File: src/rtl/cpd_pkg.sv
// Package: shared constants and the state attribute table for the phase decoder.
// Assumes a 3-bit state code; every code maps to exactly one attribute set.
package cpd_pkg;

    localparam int PH_W          = 3;
    localparam int NUM_STATES    = 1 << PH_W;
    localparam logic [PH_W-1:0] ST_SUSPEND = 3'd0;
    localparam logic [PH_W-1:0] ST_COMM    = 3'd1;

    // What the return line carries in a given state
    typedef enum logic [1:0] {
        ROLE_TX   = 2'd0,
        ROLE_HSHK = 2'd1,
        ROLE_HIGH = 2'd2,
        ROLE_LOW  = 2'd3
    } rd_role_e;

    typedef struct packed {
        logic     host;
        logic     hoff;
        rd_role_e role;
    } state_attr_t;

    // Attribute lookup for one state code
    function automatic state_attr_t attr_of(input logic [PH_W-1:0] code);
        state_attr_t a;
        case (code)
            3'd0:    a = '{host: 1'b1, hoff: 1'b1, role: ROLE_HSHK};
            3'd1:    a = '{host: 1'b1, hoff: 1'b0, role: ROLE_TX};
            3'd2:    a = '{host: 1'b0, hoff: 1'b0, role: ROLE_HSHK};
            3'd3:    a = '{host: 1'b0, hoff: 1'b1, role: ROLE_HSHK};
            3'd4:    a = '{host: 1'b0, hoff: 1'b0, role: ROLE_HIGH};
            3'd5:    a = '{host: 1'b0, hoff: 1'b0, role: ROLE_LOW};
            3'd6:    a = '{host: 1'b0, hoff: 1'b0, role: ROLE_HIGH};
            default: a = '{host: 1'b0, hoff: 1'b0, role: ROLE_HSHK};
        endcase
        return a;
    endfunction

endpackage

File: src/rtl/cpd_sync.sv
// Multi-bit flop-chain synchroniser. Each bit is independent.
// Assumes the inputs are quasi-static levels. Stages sit at reset value 0 under reset.
module cpd_sync #(
    parameter int WIDTH  = 1,
    parameter int STAGES = 2
) (
    input  logic             clk,
    input  logic             rst_n,
    input  logic [WIDTH-1:0] d_async,
    output logic [WIDTH-1:0] q_sync
);
    logic [WIDTH-1:0] stage_q [STAGES];

    generate
        for (genvar s = 0; s < STAGES; s++) begin : g_stage
            // One synchroniser stage
            always_ff @(posedge clk) begin
                if (!rst_n)      stage_q[s] <= '0;
                else if (s == 0) stage_q[s] <= d_async;
                else             stage_q[s] <= stage_q[(s > 0) ? s - 1 : 0];
            end
        end
    endgenerate

    assign q_sync = stage_q[STAGES-1];
endmodule

File: src/rtl/cpd_chain_sel.sv
// Daisy-chain selection: tracks whether this device still owns the port.
// Assumes synchronised inputs. A chain pulse counts at its falling edge.
module cpd_chain_sel (
    input  logic clk,
    input  logic rst_n,
    input  logic sel_s,
    input  logic chain_s,
    output logic own_sel_d,
    output logic rd_oe_q,
    output logic chain_en_q
);
    logic chain_prev_q;
    logic passed_q;
    logic passed_d;
    logic chain_fall;

    assign chain_fall = chain_prev_q & ~chain_s;

    // Next pass-on state: cleared without enable, set by a pulse while owning
    always_comb begin
        if (!sel_s)                      passed_d = 1'b0;
        else if (chain_fall && !passed_q) passed_d = 1'b1;
        else                              passed_d = passed_q;
    end

    assign own_sel_d = sel_s & ~passed_d;

    // Register pass-on state, edge history and the chain outputs
    always_ff @(posedge clk) begin
        if (!rst_n) begin
            chain_prev_q <= 1'b0;
            passed_q     <= 1'b0;
            rd_oe_q      <= 1'b0;
            chain_en_q   <= 1'b0;
        end else begin
            chain_prev_q <= chain_s;
            passed_q     <= passed_d;
            rd_oe_q      <= own_sel_d;
            chain_en_q   <= sel_s & passed_d;
        end
    end
endmodule

File: src/rtl/cpd_state_decode.sv
// State decode: registers the code, its flags and a change strobe.
// Assumes a synchronised code input. dev_ready is already in the clock domain.
module cpd_state_decode
    import cpd_pkg::*;
(
    input  logic            clk,
    input  logic            rst_n,
    input  logic [PH_W-1:0] code_s,
    input  logic            dev_ready,
    output logic [PH_W-1:0] state_q,
    output logic            changed_q,
    output logic            host_q,
    output logic            hoff_q,
    output logic            hshk_n_q
);
    state_attr_t attr;

    assign attr = attr_of(code_s);

    // Capture the state, its flags and the change strobe
    always_ff @(posedge clk) begin
        if (!rst_n) begin
            state_q   <= ST_SUSPEND;
            changed_q <= 1'b0;
            host_q    <= 1'b1;
            hoff_q    <= 1'b1;
            hshk_n_q  <= 1'b1;
        end else begin
            state_q   <= code_s;
            changed_q <= (code_s != state_q);
            host_q    <= attr.host;
            hoff_q    <= attr.hoff;
            hshk_n_q  <= ~dev_ready;
        end
    end
endmodule

File: src/rtl/cpd_rd_mux.sv
// Return-line multiplexer: picks the identification level, the handshake or the tx bit.
// Assumes own_sel_d is the next-cycle ownership. The line idles high when released.
module cpd_rd_mux
    import cpd_pkg::*;
(
    input  logic            clk,
    input  logic            rst_n,
    input  logic [PH_W-1:0] code_s,
    input  logic            own_sel_d,
    input  logic            tx_serial,
    input  logic            dev_ready,
    output logic            rd_q
);
    state_attr_t attr;
    logic        rd_d;

    assign attr = attr_of(code_s);

    // Select the return value by the role of the state
    always_comb begin
        if (!own_sel_d) rd_d = 1'b1;
        else begin
            case (attr.role)
                ROLE_TX:   rd_d = tx_serial;
                ROLE_HIGH: rd_d = 1'b1;
                ROLE_LOW:  rd_d = 1'b0;
                default:   rd_d = ~dev_ready;
            endcase
        end
    end

    // Register the return line
    always_ff @(posedge clk) begin
        if (!rst_n) rd_q <= 1'b1;
        else        rd_q <= rd_d;
    end
endmodule

File: src/rtl/chain_phase_decoder.sv
// Top: synchronises the phase and enable lines, decodes the protocol state,
// drives the return line and handles daisy-chain hand-over.
// Assumes asynchronous port inputs. Latency from a port change to the outputs is
// SYNC_STAGES + 1 clocks.
module chain_phase_decoder
    import cpd_pkg::*;
#(
    parameter int SYNC_STAGES = 2
) (
    input  logic            clk,
    input  logic            rst_n,
    input  logic [PH_W-1:0] ph_lines,
    input  logic            ph_chain,
    input  logic            sel_in,
    input  logic            dev_ready,
    input  logic            tx_serial,
    output logic            rd_out,
    output logic            rd_oe,
    output logic            chain_en_out,
    output logic [PH_W-1:0] state_code,
    output logic            state_changed,
    output logic            host_flag,
    output logic            hoff_flag,
    output logic            hshk_n
);
    localparam int SYNC_W = PH_W + 2;

    logic [SYNC_W-1:0] raw_in;
    logic [SYNC_W-1:0] syn;
    logic [PH_W-1:0]   code_s;
    logic              chain_s;
    logic              sel_s;
    logic              own_sel_d;

    assign raw_in  = {sel_in, ph_chain, ph_lines};
    assign code_s  = syn[PH_W-1:0];
    assign chain_s = syn[PH_W];
    assign sel_s   = syn[PH_W+1];

    cpd_sync #(.WIDTH(SYNC_W), .STAGES(SYNC_STAGES)) i_sync (
        .clk     (clk),
        .rst_n   (rst_n),
        .d_async (raw_in),
        .q_sync  (syn)
    );

    cpd_chain_sel i_chain (
        .clk        (clk),
        .rst_n      (rst_n),
        .sel_s      (sel_s),
        .chain_s    (chain_s),
        .own_sel_d  (own_sel_d),
        .rd_oe_q    (rd_oe),
        .chain_en_q (chain_en_out)
    );

    cpd_state_decode i_decode (
        .clk       (clk),
        .rst_n     (rst_n),
        .code_s    (code_s),
        .dev_ready (dev_ready),
        .state_q   (state_code),
        .changed_q (state_changed),
        .host_q    (host_flag),
        .hoff_q    (hoff_flag),
        .hshk_n_q  (hshk_n)
    );

    cpd_rd_mux i_mux (
        .clk       (clk),
        .rst_n     (rst_n),
        .code_s    (code_s),
        .own_sel_d (own_sel_d),
        .tx_serial (tx_serial),
        .dev_ready (dev_ready),
        .rd_q      (rd_out)
    );
endmodule

File: config.mk
export PLATFORM = sky130hd
export DESIGN_NAME = chain_phase_decoder
export DESIGN_NICKNAME = d
export VERILOG_FILES = /design/src/rtl/cpd_pkg.sv /design/src/rtl/cpd_sync.sv /design/src/rtl/cpd_chain_sel.sv /design/src/rtl/cpd_state_decode.sv /design/src/rtl/cpd_rd_mux.sv /design/src/rtl/chain_phase_decoder.sv
export SDC_FILE = /design/constraint.sdc
export NUM_CORES = 1
export LEC_CHECK = 0
export ABC_AREA = 0
export BUFFER_PORTS_ARGS = -buffer_cell sky130_fd_sc_hd__buf_2
export CORE_AREA = 3 3 40 42
export CTS_BUF_LIST = sky130_fd_sc_hd__clkbuf_2
export DETAILED_ROUTE_END_ITERATION = 6
export DIE_AREA = 0 0 43 45
export PLACE_DENSITY = 0.76
export SYNTH_ARGS = -nofsm -noshare
export SYNTH_HDL_FRONTEND = slang
export SYNTH_HIERARCHICAL = 1
export SYNTH_SLANG_ARGS = --single-unit
File: constraint.sdc
create_clock -name clk -period 1.6 [get_ports clk]
set_input_delay 0.32 -clock clk [delete_from_list [all_inputs] [get_ports clk]]
set_output_delay 0.32 -clock clk [all_outputs]
set_load 0.01 [all_outputs]
======== Word level (Yosys, flattened, before mapping) ========
Memories as Yosys holds them, arrays and structs flattened.
Index checks and enable logic that the tools add are counted.
word-level totals
  output and inout port bits .............. 10
  logic and storage cells ................. 41
  memories ................................ 1
  input port bits ......................... 9
  memory bits (writable) .................. 10
  flip-flop bits (word level) ............. 12
memory list
  memory          depth  width  rd ports  clocked after memory_dff  write ports  RTL line        text
  i_sync.stage_q  2      5      2         0                         2            cpd_sync.sv:12  logic [WIDTH-1:0] stage_q [STAGES];
cells by class
  mux-type cells .......................... 8
  equality and inequality tests ........... 8
  reductions and logical operators ........ 6
  bitwise logic cells ..................... 8
operators by type and width
  operator                                        number
  one-hot mux 4 bit (5 select lines)              1
  2-to-1 mux 5 bit                                2
  == test 3 bit (second input constant)           3
  == test 2 bit (second input constant)           2
  2-to-1 mux 1 bit                                4
  bitwise AND 1 bit                               3
  == test 3 x 1 -> 1 bit (second input constant)  1
  == test 3 x 2 -> 1 bit (second input constant)  1
  logical NOT 3 bit                               1
  != test 3 bit                                   1
  NOT 1 bit                                       3
  one-hot mux 1 bit (3 select lines)              1
  logical NOT 2 bit                               1
  bitwise OR 1 bit                                2
  AND reduction 2 bit                             1
  OR reduction 2 bit                              1
  logical AND 1 bit                               1
  logical NOT 1 bit                               1

======== Depth between registers and ports, before layout ========
Gate-level depths: netlist of the first run.
  depth in word-level cells ............... 8
  depth in mapped cells ................... 4
  depth with buffers taken out ............ 4

======== Cells and area by module ========
The synthesis of the first run kept the hierarchy.
modules (own cells, without submodules)
  module            instances  cells an instance  area each (um^2)
  cpd_sync          1          20                 262.8
  cpd_state_decode  1          18                 216.5
  cpd_chain_sel     1          9                  117.6
  cpd_rd_mux        1          7                  55.1

======== Least setup slack after synthesis of the first run ========
No wires, ideal clock.
  path type ............................... register to register
  start point ............................. reg i_chain.chain_prev_q
  end point ............................... reg i_mux.rd_q
  slack ................................... 0.499 ns
  cell stages (with the launch flop) ...... 5
  buffers on the path ..................... 0
  data arrival time ....................... 0.974 ns
  clock period less this slack ............ 1.101 ns
  library setup time ...................... 0.127 ns
  cell sequence ........................... dfxtp_1 nor2b_4 nor3b_2 o211ai_1 or3_1
on the way
  cells in the longest elaborated chain, start to end .. 7
RTL lines
  what                           RTL line                   text
  from (decl)                    cpd_chain_sel.sv:12        logic chain_prev_q;
  from (signal assigned)         cpd_chain_sel.sv:36        chain_prev_q <= chain_s;
  bitwise AND 1 bit              cpd_chain_sel.sv:17        assign chain_fall = chain_prev_q & ~chain_s;
  logical AND 1 bit              cpd_chain_sel.sv:22        else if (chain_fall && !passed_q) passed_d = 1'b1;
  2-to-1 mux 1 bit               cpd_chain_sel.sv:22
  2-to-1 mux 1 bit               cpd_chain_sel.sv:21        if (!sel_s) passed_d = 1'b0;
  NOT 1 bit                      cpd_chain_sel.sv:26        assign own_sel_d = sel_s & ~passed_d;
  bitwise AND 1 bit              cpd_chain_sel.sv:26
  named net own_sel_d            chain_phase_decoder.sv:33  logic own_sel_d;
  AND reduction 2 bit (no line)  --
  to (signal assigned)           cpd_rd_mux.sv:35           else rd_q <= rd_d;
  to (decl)                      cpd_rd_mux.sv:12           output logic rd_q
The timed path passes the listed nets, and every way through them passes these cells.
A chain may end at the register's enable or synchronous reset.

==> impl_metrics.toml, run 1 <==
[grt]
grt_pass1_wl_um = 1360
grt_start_max_net_pins = 20
first_global_vias = 364
antenna_found_initial = 0
globalRouteTotalUtil = 0.0967
grt_remaining_overflow = 0

[clock_tree]
worst_setup_hold_path_clk_slew_ns = 0.16
cts_inserted_buffers = 3
clk-insertion-delay-late_ns = 0.30
ctsRootBufferMaster = "clkbuf_2"
tritoncts_num_sinks = 21
hold_buffers = 0
clock_path_buffers = 2
tritoncts = "done"
cts.htree.levels = 1
post_cts_resized = 0
post_cts.repair.setup_buffers = 0

[power_and_ir_drop]
leakagePower_nw = 0.389
worst_ir_drop_vdd_uv = 573
powerDensity_nw_per_um2 = 1040
finalPower_mw = 0.815

[placed_design]
port-buffer-count = 18
post-place-cells = 87
place_area_um2 = 761
hpwlAfterDp_um = 618
gpl.final_weighted_congestion = 0.605

[worst_setup_path]
crit_fanout = 4
worstReg2RegStart = "i_sync/stage_q[1][3]"
worst_r2r_endpoint = "i_mux/rd_q"
timing.critical_path.buf_inv = 1
critical_path.top_delay_family = "flip-flops"
crit_path_cell_trace = "buf_2"
worstSetupStartpointType = "flip-flop"
path_class = "reg2out"
cp.arrival_ns = 0.87
worst_path_largest_cell_delay_ns = 0.43
worst-r2r-cell-count = 4
critPathRequiredTime_ns = 1.28
r2r_setup_slack_ns = 0.44
cp_slowest_cell = "dfxtp_1"
worstSetupEndpointType = "output pin"

[cells_and_area]
antenna-diode-count = 0
layout.cells.most_common = "dfxtp_1"
final_net_count = 86
layout-drive-gt1-share = 0.355
finalInstanceArea_um2 = 781
layout_common_cells = "dfxtp_1 (21), buf_2 (18), and2_1 (12)"
area_growth_syn_to_layout_pct = 19.8
layout.cells.non_filler = 91

[routing]
num_vias = 405
initialDrtViolationCount = 5
detail-route-antenna-nets = 0
drt_pass1_iterations = 4
drc = 0
wirelength_um = 862
detail_route.wl_per_cell_um = 9.47
via_per_inst = 4.45

[yosys]
yosysSeqAreaShare = 0.645
synth_xor_area_frac = 0.0537
yosys-mux-area-fraction = 0
ys_seq_elements = 21
synthAdderAreaFrac = 0
yosys_warnings = 6
syn_avg_cell_area_um2 = 12.1
synth_cell_type_count = 17
yosysTopAreaCell = "dfxtp_1"
synth-compound-area-share = 0.0557
netlist.area_leader.share = 0.645
mappedNetlistArea_um2 = 652
synth_top_family_by_area = "simple AND/OR/NAND/NOR gates"
synth_area_leaders = "dfxtp_1 (64%), and2_1 (12%), xor2_1 (5.4%), and2_2 (2.3%), nor2b_4 (2.1%)"
postSynthNetCount = 63
syn-instance-count = 54
synth-simple-area-share = 0.234

[hold_path]
holdCritStartpoint = "dev_ready"
hold_path.class = "in2reg"
worstHoldPathCells = 2
min_delay_worst_endpoint = "i_decode/hshk_n_q"

[floorplanning]
fp.dieW_um = 43
num_rows = 13
design.die.area_um2 = 1940
io-pin-count = 19
core_um2 = 1280
start_util = 0.507
fp.dieH_um = 45

[timing]
grt_setup_unrepaired = "no"
final_min_period_over_clock_period = 0.747
setup_viol = 0
final.setup_skew_ns = 0.00921
timing.final.hold_violations = 0
whs_ns = 0.183
timing.slew.headroom = 0.828
final-max-slew-violation-count = 0
setup-tns-final_ns = 0
max_slew.worst_pin.slew_ns = 0.258
achievable_freq_mhz = 837
layout_min_cycle_time_ns = 1.19

[status]
run_status = "complete, no violations"

[flow_run]
maxCapViolCount = 0
## logic make-up after synthesis
family / after synthesis
compound gates: 5
xor+xnor: 4
buf+inv: 2
flops: 21
simple gates: 22
## flip-flops by register name, indices dropped and copies added (netlist names)
| name | flops |
|---|---|
| i_chain/rd_oe_q | 1 |
| i_decode/state_q | 3 |
| i_mux/rd_q | 1 |
| i_decode/changed_q | 1 |
| i_decode/hoff_q | 1 |
| i_sync/stage_q | 10 |
| i_chain/chain_prev_q | 1 |
| i_decode/hshk_n_q | 1 |
| i_chain/passed_q | 1 |
| i_decode/host_q | 1 |
## stage by stage
stage,worst slack (ns),util
4_1_cts,0.379,0.608
5_1_grt,0.335,0.608
3_3_place_gp,0.447,0.592
2_1_floorplan,0.499,-
3_5_place_dp,0.428,0.592
6_report,0.405,0.608
## cells in the mapped netlist (all sizes together)
cell type   n
dfxtp      21
and2       14
xor2        4
inv         2
nand2       2
a21oi       1
and4        1
nor2        1
nor2b       1
nor3        1
nor3b       1
o211ai      1
o21ai       1
o21ba       1
o31a        1
or3         1
## worst max-delay path by stage
stage	start	end	depth (start not counted)
3_5_place_dp	rst_n	i_mux/rd_q	3
5_1_grt	i_chain/passed_q	chain_en_out	1
3_3_place_gp	rst_n	i_mux/rd_q	3
4_1_cts	i_chain/passed_q	chain_en_out	1
6_report	i_chain/passed_q	chain_en_out	1
2_1_floorplan	i_chain/chain_prev_q	i_mux/rd_q	4
## routing by layer
layer,part of all wire,track usage
met5,0,0
met4,0.016,0.0723
met3,0.092,0.0239
met2,0.43,0.168
met1,0.47,0.102
## layout make-up
cell class | count | area, um^2
clock buffers | 4 | 20.0
fillers | 116 | 504
inverters | 2 | 7.51
multi-input cells | 31 | 224
flip-flops and latches | 21 | 420
well taps | 15 | 18.8
repair buffers | 18 | 90.1
## report_power, final
| part | switching (mW) | leakage, nW | internal (mW) |
|---|---|---|---|
| Sequential | 0.00921 | 0.173 | 0.546 |
| Clock | 0.141 | 0.0166 | 0.0662 |
| Combinational | 0.0244 | 0.199 | 0.0288 |
(Power assumes the default switching activity.)
==> inputs of run 2 (changes only) <==
--- a/config.mk
+++ b/config.mk
@@ -5,13 +5,13 @@
 export SDC_FILE = /design/constraint.sdc
 export NUM_CORES = 1
 export LEC_CHECK = 0
-export ABC_AREA = 0
+export ABC_AREA = 1
 export BUFFER_PORTS_ARGS = -buffer_cell sky130_fd_sc_hd__buf_2
-export CORE_AREA = 3 3 40 42
+export CORE_MARGIN = 3
+export CORE_UTILIZATION = 52
 export CTS_BUF_LIST = sky130_fd_sc_hd__clkbuf_2
 export DETAILED_ROUTE_END_ITERATION = 6
-export DIE_AREA = 0 0 43 45
-export PLACE_DENSITY = 0.76
+export PLACE_DENSITY = 0.79
 export SYNTH_ARGS = -nofsm -noshare
 export SYNTH_HDL_FRONTEND = slang
 export SYNTH_HIERARCHICAL = 1
==> constraint.sdc (replaced) <==
create_clock -name clk -period 1.3 [get_ports clk]
set_input_delay 0.26 -clock clk [delete_from_list [all_inputs] [get_ports clk]]
set_output_delay 0.26 -clock clk [all_outputs]
set_load 0.01 [all_outputs]
==> impl_metrics.toml, run 2 <==
[timing]
max_slew.worst_pin.slew_ns = 0.221
final_min_period_over_clock_period = 0.827
whs_ns = 0.112
setup_viol = 0
achievable_freq_mhz = 930
final-max-slew-violation-count = 0
grt_setup_unrepaired = "no"
layout_min_cycle_time_ns = 1.08
final.setup_skew_ns = 0.00555
timing.slew.headroom = 0.852
timing.final.hold_violations = 0
setup-tns-final_ns = 0

[clock_tree]
worst_setup_hold_path_clk_slew_ns = 0.18
tritoncts_num_sinks = 21
cts_inserted_buffers = 3
tritoncts = "done"
clk-insertion-delay-late_ns = 0.30
ctsRootBufferMaster = "clkbuf_2"
hold_buffers = 0
cts.htree.levels = 1
post_cts.repair.setup_buffers = 0
clock_path_buffers = 2
post_cts_resized = 0

[cells_and_area]
layout_common_cells = "nand2_1 (27), inv_1 (25), dfxtp_1 (21)"
area_growth_syn_to_layout_pct = 17.3
layout.filler_cells = 111
largest_register_ffs = 10
antenna-diode-count = 0
final-seq-area_um2 = 420
layout-drive-gt1-share = 0.259
final_net_count = 122
largest_registers = "i_sync/stage_q x10, i_decode/state_q x3"
multi_input_comb_area_um2 = 186
layout.cells.non_filler = 126
largest_register = "i_sync/stage_q"
layout.cells.most_common = "nand2_1"

[worst_setup_path]
worstSetupEndpointType = "output pin"
worstSetupStartpointType = "flip-flop"
path_class = "reg2out"
r2r_setup_slack_ns = 0.37
crit_fanout = 3
timing.critical_path.buf_inv = 1
cp_slowest_cell = "dfxtp_1"
critical_path.top_delay_family = "flip-flops"
worst_path_largest_cell_delay_ns = 0.38
crit_path_cell_trace = "buf_2"
critPathRequiredTime_ns = 1.04
cp.arrival_ns = 0.82

[grt]
grt_start_max_net_pins = 12
grt_remaining_overflow = 0
antenna_found_initial = 0
globalRouteTotalUtil = 0.129
grt_pass1_wl_um = 1840
first_global_vias = 502

[yosys]
synth_area_leaders = "dfxtp_1 (59%), nand2_1 (14%), inv_1 (13%), nor2_1 (2.6%), a21oi_1 (2.1%)"
synth_cell_type_count = 13
syn-instance-count = 90
asyncSetResetFlopFracSynth = 0
yosys_warnings = 6
ys_seq_elements = 21
yosysSeqAreaShare = 0.587
yosysMostFrequentCell = "nand2_1"
synth_edf_count = 0
synthTopCellsByCount = "nand2_1 (27), inv_1 (25), dfxtp_1 (21), nor2_1 (5), a21oi_1 (3)"
mappedNetlistArea_um2 = 716
postSynthNetCount = 99
syn_avg_cell_area_um2 = 7.95
netlist.area_leader.share = 0.587
yosysTopAreaCell = "dfxtp_1"
ys_dominant_reg_cell = "dfxtp_1"

[routing]
drt_pass1_iterations = 4
detail_route.wl_per_cell_um = 7.84
via_per_inst = 4.25
initialDrtViolationCount = 4
detail-route-antenna-nets = 0
drc = 0
num_vias = 536
wirelength_um = 988

[flow_run]
maxCapViolCount = 0

[power_and_ir_drop]
powerDensity_nw_per_um2 = 1210
finalPower_mw = 1.02
worst_ir_drop_vdd_uv = 829
leakagePower_nw = 0.495

[placed_design]
post-place-cells = 122
hpwlAfterDp_um = 761
port-buffer-count = 18
gpl.final_weighted_congestion = 0.648

[floorplanning]
design.die.area_um2 = 1860
io-pin-count = 19
fp.dieW_um = 43.1
fp.dieH_um = 43.1
core_um2 = 1200
start_util = 0.596
num_rows = 12

[hold_path]
hold_path.class = "in2reg"

[status]
run_status = "complete, no violations"
==> run 2: changes by cell type after synthesis, sizes merged, moves of 3 or more <==
cell	before	now
and2	14	0
inv	2	26
a21oi	1	4
nor2	1	6
xor2	4	0
nand2	2	29
==> run 2: per-layer routing <==
layer / track usage / up-vias / routed length, um
li1: - / 293 / -
met1: 0.143 / 227 / 430
met3: 0.0381 / 0 / 74
met4: 0.0542 / 0 / 0
met5: 0 / - / 0
met2: 0.224 / 16 / 483
==> run 2: kinds of logic after synthesis <==
group	share of synthesized area
and+or+nand+nor	0.208
xor gates and xnor gates	0.0122
buffers and inverters	0.152
AOI/OAI and AO/OA	0.0402
DFF	0.587
==> run 2: where the power goes <==
| group | switching [mW] | internal, mW | total (mW) |
|---|---|---|---|
| sequential | 0.0125 | 0.671 | 0.684 |
| combinational | 0.0431 | 0.0357 | 0.0788 |
| clock | 0.175 | 0.0815 | 0.257 |
==> run 2: final cells by class <==
class	instances	area share
sequential	21	0.501
inverter	26	0.116
multi-input combinational	42	0.222
timing repair buffer	19	0.116
clock buffer	4	0.0238
tap	14	0.0209
==> run 2: final timing paths <==
path                                      startpoint  cells past startpoint              endpoint
worst max-delay path             i_decode/state_q[1]                      1         state_code[1]
worst min-delay path                       dev_ready                      2     i_decode/hshk_n_q
worst max register to register  i_sync/stage_q[1][3]                      7            i_mux/rd_q
worst min register to register  i_sync/stage_q[0][3]                      2  i_sync/stage_q[1][3]
==> run 2: per-stage QoR <==
stage          utilization  area, um^2  setup WS [ns]
2_1_floorplan            -         716          0.442
3_3_place_gp         0.682         820          0.427
3_5_place_dp         0.682         820          0.378
4_1_cts              0.699         840          0.207
5_1_grt              0.699         840          0.141
6_report             0.699         840          0.224
